$ cat config.mk
export PLATFORM = sky130hd
export DESIGN_NAME = timed_dma
export DESIGN_NICKNAME = d
export VERILOG_FILES = /design/src/rtl/tdma_pkg.sv /design/src/rtl/tdma_delay.sv /design/src/rtl/tdma_timer.sv /design/src/rtl/tdma_regs.sv /design/src/rtl/timed_dma.sv
export SDC_FILE = /design/constraint.sdc
export NUM_CORES = 1
export LEC_CHECK = 0
export BUFFER_PORTS_ARGS = -buffer_cell sky130_fd_sc_hd__buf_2
export CORE_MARGIN = 8
export CORE_UTILIZATION = 62
export CTS_CLUSTER_DIAMETER = 100
export DETAILED_ROUTE_END_ITERATION = 10
export PLACE_DENSITY = 0.81
export REMOVE_ABC_BUFFERS = 1
export SYNTH_ARGS = -nofsm -noshare
export SYNTH_HDL_FRONTEND = slang
export SYNTH_SLANG_ARGS = --single-unit
$ cat constraint.sdc
create_clock -name clk_i -period 4 [get_ports clk_i]
set_input_delay 1.2 -clock clk_i [delete_from_list [all_inputs] [get_ports clk_i]]
set_output_delay 1.2 -clock clk_i [all_outputs]
set_load 0.01 [all_outputs]
$ cat src/rtl/tdma_pkg.sv
`timescale 1ns/1ps
package tdma_pkg;
  localparam int unsigned REG_W    = 32;
  localparam int unsigned CNT_W    = 31;
  localparam int unsigned SUSP_BIT = 4;

  typedef enum logic [2:0] {
    RA_SRC  = 3'd0,
    RA_DST  = 3'd1,
    RA_LEN  = 3'd2,
    RA_EN   = 3'd3,
    RA_GO   = 3'd4,
    RA_SUSP = 3'd5
  } reg_addr_e;

  // Bits needed to hold the largest delay: (2^31-1)*cpb + ovh
  function automatic int unsigned dly_bits(longint unsigned cpb, longint unsigned ovh);
    longint unsigned mx;
    int unsigned w;
    mx = ((64'd1 << CNT_W) - 64'd1) * cpb + ovh;
    w  = CNT_W + 1;
    while (w < 63 && ((64'd1 << w) <= mx)) w++;
    return w;
  endfunction
endpackage

$ cat src/rtl/tdma_delay.sv
`timescale 1ns/1ps
module tdma_delay
  import tdma_pkg::*;
#(
  parameter int unsigned CPB   = 4,
  parameter int unsigned OVH   = 384,
  parameter int unsigned DLY_W = 34
) (
  input  logic [CNT_W-1:0] count_i,
  output logic [DLY_W-1:0] delay_o
);
  localparam int unsigned SH = (CPB > 1) ? $clog2(CPB) : 0;
  localparam bit POW2 = (CPB != 0) && ((CPB & (CPB - 1)) == 0);

  logic [DLY_W-1:0] scaled;

  generate
    if (CPB == 0) begin : g_zero
      assign scaled = '0;
    end else if (POW2) begin : g_shift
      assign scaled = DLY_W'(count_i) << SH;
    end else begin : g_mult
      assign scaled = DLY_W'(count_i) * DLY_W'(CPB);
    end
  endgenerate

  assign delay_o = scaled + DLY_W'(OVH);
endmodule

$ cat src/rtl/tdma_timer.sv
`timescale 1ns/1ps
module tdma_timer #(
  parameter int unsigned DLY_W = 34
) (
  input  logic             clk_i,
  input  logic             rst_ni,
  input  logic             load_i,
  input  logic [DLY_W-1:0] dly_i,
  output logic             busy_o,
  output logic             done_o
);
  logic [DLY_W-1:0] cnt_q;
  logic             busy_q;

  // cnt_q == 1 on the edge D cycles after load
  always_ff @(posedge clk_i or negedge rst_ni) begin
    if (!rst_ni) begin
      cnt_q  <= '0;
      busy_q <= 1'b0;
    end else if (load_i && !busy_q) begin
      cnt_q  <= dly_i;
      busy_q <= 1'b1;
    end else if (busy_q) begin
      cnt_q <= cnt_q - DLY_W'(1);
      if (cnt_q == DLY_W'(1)) busy_q <= 1'b0;
    end
  end

  assign busy_o = busy_q;
  assign done_o = busy_q && (cnt_q == DLY_W'(1));
endmodule

$ cat src/rtl/tdma_regs.sv
`timescale 1ns/1ps
module tdma_regs
  import tdma_pkg::*;
#(
  parameter int unsigned ADDR_W = 32
) (
  input  logic             clk_i,
  input  logic             rst_ni,
  input  logic             wr_en_i,
  input  logic [2:0]       addr_i,
  input  logic [REG_W-1:0] wr_data_i,
  input  logic             busy_i,
  input  logic             done_i,
  output logic             launch_o,
  output logic [CNT_W-1:0] count_o,
  output logic [REG_W-1:0] rd_data_o,
  output logic             irq_o
);
  logic [ADDR_W-1:0] src_q, dst_q;
  logic [REG_W-1:0]  len_q;
  logic              en_q, susp_q, irq_q;
  reg_addr_e         ra;
  logic              idle_wr;

  assign ra       = reg_addr_e'(addr_i);
  assign idle_wr  = wr_en_i && !busy_i;
  assign launch_o = idle_wr && (ra == RA_GO) && wr_data_i[0] && en_q;
  assign count_o  = len_q[CNT_W-1:0];

  always_ff @(posedge clk_i or negedge rst_ni) begin
    if (!rst_ni) begin
      src_q  <= '0;
      dst_q  <= '0;
      len_q  <= '0;
      en_q   <= 1'b0;
      susp_q <= 1'b1;
      irq_q  <= 1'b0;
    end else begin
      irq_q <= done_i;
      if (done_i) begin
        src_q  <= src_q + ADDR_W'(count_o);
        dst_q  <= dst_q + ADDR_W'(count_o);
        len_q  <= '0;
        en_q   <= len_q[REG_W-1];
        susp_q <= 1'b1;
      end else begin
        if (launch_o) susp_q <= 1'b0;
        if (idle_wr) begin
          case (ra)
            RA_SRC:  src_q <= wr_data_i[ADDR_W-1:0];
            RA_DST:  dst_q <= wr_data_i[ADDR_W-1:0];
            RA_LEN:  len_q <= wr_data_i;
            default: ;
          endcase
        end
        // enable stays writable in flight; completion overrides it
        if (wr_en_i && ra == RA_EN) en_q <= wr_data_i[0];
      end
    end
  end

  always_comb begin
    case (ra)
      RA_SRC:  rd_data_o = REG_W'(src_q);
      RA_DST:  rd_data_o = REG_W'(dst_q);
      RA_LEN:  rd_data_o = len_q;
      RA_EN:   rd_data_o = REG_W'(en_q);
      RA_GO:   rd_data_o = REG_W'(busy_i);
      RA_SUSP: rd_data_o = REG_W'(susp_q) << SUSP_BIT;
      default: rd_data_o = '0;
    endcase
  end

  assign irq_o = irq_q;
endmodule

$ cat src/rtl/timed_dma.sv
`timescale 1ns/1ps
module timed_dma
  import tdma_pkg::*;
#(
  parameter int unsigned CLK_HZ  = 200_000_000,
  parameter int unsigned XFER_HZ = 25_000_000,
  parameter int unsigned OVH_CYC = 384,
  parameter int unsigned ADDR_W  = 32
) (
  input  logic        clk_i,
  input  logic        rst_ni,
  input  logic        wr_en_i,
  input  logic [2:0]  addr_i,
  input  logic [31:0] wr_data_i,
  output logic [31:0] rd_data_o,
  output logic        irq_o
);
  localparam int unsigned CPB   = CLK_HZ / 2 / XFER_HZ;
  localparam int unsigned DLY_W = dly_bits(longint'(CPB), longint'(OVH_CYC));

  logic             launch, busy, done;
  logic [CNT_W-1:0] count;
  logic [DLY_W-1:0] delay;

  tdma_regs #(.ADDR_W(ADDR_W)) u_regs (
    .clk_i     (clk_i),
    .rst_ni    (rst_ni),
    .wr_en_i   (wr_en_i),
    .addr_i    (addr_i),
    .wr_data_i (wr_data_i),
    .busy_i    (busy),
    .done_i    (done),
    .launch_o  (launch),
    .count_o   (count),
    .rd_data_o (rd_data_o),
    .irq_o     (irq_o)
  );

  tdma_delay #(.CPB(CPB), .OVH(OVH_CYC), .DLY_W(DLY_W)) u_delay (
    .count_i (count),
    .delay_o (delay)
  );

  tdma_timer #(.DLY_W(DLY_W)) u_timer (
    .clk_i  (clk_i),
    .rst_ni (rst_ni),
    .load_i (launch),
    .dly_i  (delay),
    .busy_o (busy),
    .done_o (done)
  );
endmodule

==> results.txt <==
----------------------------------------------------
[Run status]
  Status ... completed

[Timing]
  Final hold violation count ... 0
  Worst slew margin relative to its limit ... 31.3%
  Minimum period implied by the final worst setup slack ... 3770 ps
  Share of the clock period used by the worst path ... 94.3%
  F_max ... 265 MHz
  Actual slew at the worst max-slew pin ... 1030 ps
  Final Hold Slack ... 495 ps
  Final count of negative-setup-slack endpoints ... 0
  Setup repair after global routing missed its margin ... false
  Final max-slew violation count ... 0
  Final Skew ... 13.8 ps

[CTS]
  Clock net sink count ... 134
  Clock buffers created by TritonCTS ... 17
  Clock slew at reported path FFs ... 60 ps
  CTS max path bufs ... 2
  H-tree depth reported by CTS ... 4
  Setup Buffers After CTS ... 0
  CTS tree ... built
  Clock insertion delay at the later pin of the skew report ... 430 ps
  Cell at the root of the clock tree ... sky130_fd_sc_hd__clkbuf_16

[Power and ir drop]
  Total power draw ... 7640 uW
  Total power divided by cell area ... 640 nW/um^2
  Part of the power in the clock network ... 22.4%
  Highest ir drop seen on vdd ... 0.000359 V
  Register share of total power ... 29.8%
  Leakage Power ... 0.00549 uW
  Total net switching power ... 3240 uW
  Proportion of power drawn by combinational gates ... 47.8%
  Internal Dissipation ... 4390 uW
  Sw frac ... 42.5%

[Synthesis]
  Sequential element share of the synthesized area ... 31.4%
  Post-synth top cells ... sky130_fd_sc_hd__nor2_1 (153), sky130_fd_sc_hd__dfrtp_1 (133), sky130_fd_sc_hd__nand2_1 (123)
  Mapped Avg Cell Area ... 8.43 sq um
  Most used flip-flop cell after synthesis ... sky130_fd_sc_hd__dfrtp_1
  Number of synthesis warnings ... 0
  Syn Std Cell Area ... 10700 sq um
  Top-count cell post-synth ... sky130_fd_sc_hd__nor2_1
  Fraction of synthesized cell area taken by the top area cell type ... 31.1%
  Distinct cell type count after synthesis ... 73
  Yosys reg bits ... 134
  Leading post-synthesis cells by cell area ... sky130_fd_sc_hd__dfrtp_1 (31%), sky130_fd_sc_hd__mux2i_1 (10%), sky130_fd_sc_hd__ha_1 (7.6%), sky130_fd_sc_hd__nor2_1 (5.4%), sky130_fd_sc_hd__a21oi_1 (5.2%)
  Cell accounting for the most synthesized area ... sky130_fd_sc_hd__dfrtp_1
  Async set-reset flop share out of synthesis ... 100%
  Number of enable-type register cells in the synthesized netlist ... 0
  Instance count of the mapped netlist ... 1267

[Setup path]
  Critical-path cell with the highest stage delay ... sky130_fd_sc_hd__a2111oi_1
  Endpoint required time on the critical path ... 4350 ps
  Data arrival time of the worst path ... 4120 ps
  Longest individual stage delay on the worst path ... 590 ps
  Start point of the critical path ... u_regs.len_q[0]$_DFFE_PN0P_
  Startpoint types ... flop
  Critical path capture point type ... flop
  Chain of cells forming the critical path ... ha_1 > fa_1 > a211oi_1 > o21ai_0 > a211oi_1 > o21ai_0 > a2111oi_1 > buf_4 > a21oi_1 > xnor2_1 > a21oi_1
  R2R Path Start ... u_regs.len_q[0]$_DFFE_PN0P_
  Number of buffers and inverters on the critical path ... 1
  Crit path max-delay family ... compound AO/OA/AOI/OAI gates
  CP Max Fanout ... 5
  Reg2reg path depth ... 11
  Number of stages on the worst setup path ... 11
  Classification of the worst setup path ... flop to flop

[Global route]
  First-pass GRT wire length ... 49800 um
  Number of antenna violations at the first check in global routing ... 0
  Maximum number of pins on one net before global-route repair ... 107
  Overflow after GRT ... 0
  Via count of the first global-routing pass ... 10.2k
  Global router's overall resource usage ... 28.0%

[Routing]
  Number of remaining DRC errors ... 0
  DR vias/cell ... 6.41
  Routed wl met3 ... 2000 um
  Routed wire length per instance ... 19.3 um
  Top routing layer in use ... met4
  First DRT Iteration DRCs ... 737
  Met1 WL ... 12800 um
  Sum of routed wire length over all layers ... 30000 um
  DRT Pass-1 Iters ... 7
  Met2 routed wirelength ... 14200 um
  Vias after detailed routing ... 9952
  DRT antenna net count ... 0

[Cells and area]
  Number of antenna diodes ... 0
  Layout Cell Area excl Fill ... 11900 sq um
  Number of cells in the finished layout apart from fillers ... 1553
  Layout cells sized above 1 ... 12.5%
  Final cell utilization of the core ... 69.9%
  NumNets Final ... 1420
  Filler Cell Count ... 1370
  Area growth syn-to-layout ... 11.6%

[Placement]
  Port Buffers ... 70
  Dpl cells ... 1521
  Placed Area ... 11300 sq um
  Detail Placement HPWL ... 21500 um
  Global placer's final weighted congestion ... 0.984

[Hold path]
  Cells on Worst Hold Path ... 1
  Type of the tightest min-delay check ... flop to flop
  Start point of the worst hold path ... u_timer.cnt_q[23]$_DFFE_PN0P_

[Job]
  Number of maximum-capacitance violations ... 0

[Floorplanning]
  Initial Utilization ... 62.7%
  Die H ... 147 um
  Core footprint ... 17100 sq um
  Width of the chip ... 147 um
  I/O pin count ... 71
  Site Rows ... 48
  Die area ... 21700 sq um

----------------------------------------------------
[cell usage in the layout, fill, tap and decap left out, types with 26 or more instances in the layout]
cell                      instances
sky130_fd_sc_hd__a21o_1          26
sky130_fd_sc_hd__a21oi_1        110
sky130_fd_sc_hd__buf_2           69
sky130_fd_sc_hd__dfrtp_1        133
sky130_fd_sc_hd__ha_1            65
sky130_fd_sc_hd__mux2i_1        112
sky130_fd_sc_hd__nand2_1        122
sky130_fd_sc_hd__nand3_1         31
sky130_fd_sc_hd__nor2_1         152
sky130_fd_sc_hd__o21ai_0         97
sky130_fd_sc_hd__xnor2_1         59
sky130_fd_sc_hd__xor2_1          34
[cell families after synthesis]
logic type | count (synthesis) | synth area share (%)
multiplexers | 121 | 11.4
XOR/XNOR | 93 | 7.62
flip-flops | 134 | 31.4
buffers and inverters | 85 | 3.21
AO/OA/AOI/OAI | 342 | 19.7
adder cells (fa/ha/maj) | 67 | 7.99
AND/OR/NAND/NOR | 425 | 18.7
[worst paths after layout]
kind / endpoint / slack (ps)
min in group asynchronous: u_regs.src_q[8]$_DFFE_PN0P_ / 890
min: u_timer.cnt_q[23]$_DFFE_PN0P_ / 490
max: u_regs.dst_q[28]$_DFFE_PN0P_ / 230
max in group asynchronous: u_regs.src_q[4]$_DFFE_PN0P_ / 2260
max reg2reg: u_regs.dst_q[28]$_DFFE_PN0P_ / 230
min reg2reg: u_timer.cnt_q[23]$_DFFE_PN0P_ / 490
[sequential cells by signal, indices dropped and copies added, names as in the netlist]
signal and flops:
u_regs.dst_q 32, u_timer.cnt_q 34, u_regs.susp_q 1, u_regs.en_q 1
u_regs.irq_o 1, u_regs.src_q 32, u_regs.len_q 32, u_timer.busy_o 1
[cell type report]
class                      instances  area, sq um  share of cell area [%]
multi-input combinational       1048         7010                    58.7
inverter                          19         72.6                   0.608
sequential                       134         3350                    28.1
clock buffer                      19          453                    3.80
clock inverter                    13          178                    1.49
timing repair buffer              95          582                    4.88
tap                              225          282                    2.36
[per-layer routing]
layer | GRT usage [%] | vias to the layer above
met3 | 4.43 | 92
li1 | - | 4669
met2 | 45.5 | 399
met4 | 13.2 | 0
met1 | 35.8 | 4792
met5 | 0 | -
[power groups by stage]
| stage | Clock (uW) | Combinational (uW) | Sequential (uW) |
|---|---|---|---|
| finish | 1710 | 3650 | 2270 |
| global placement | 0 | 3450 | 2260 |
| global route | 1780 | 4050 | 2320 |
| floorplan | 0 | 2760 | 2110 |
| CTS | 1720 | 3590 | 2260 |
| detailed placement | 0 | 3530 | 2270 |
[through the flow]
step                TNS [ps]  setup slack (ps)
floorplan               -330              -148
global placement           0               384
finish                     0               227
detailed placement         0               325
CTS                        0               133
global route               0              38.2
[timing repair]
item	4_1_cts	5_1_grt
hold buffers	0	0
gates resized for setup	0	1
hold endpoints to repair	0	0
endpoints found under the setup margin	0	1
(Power assumes the default switching activity.)
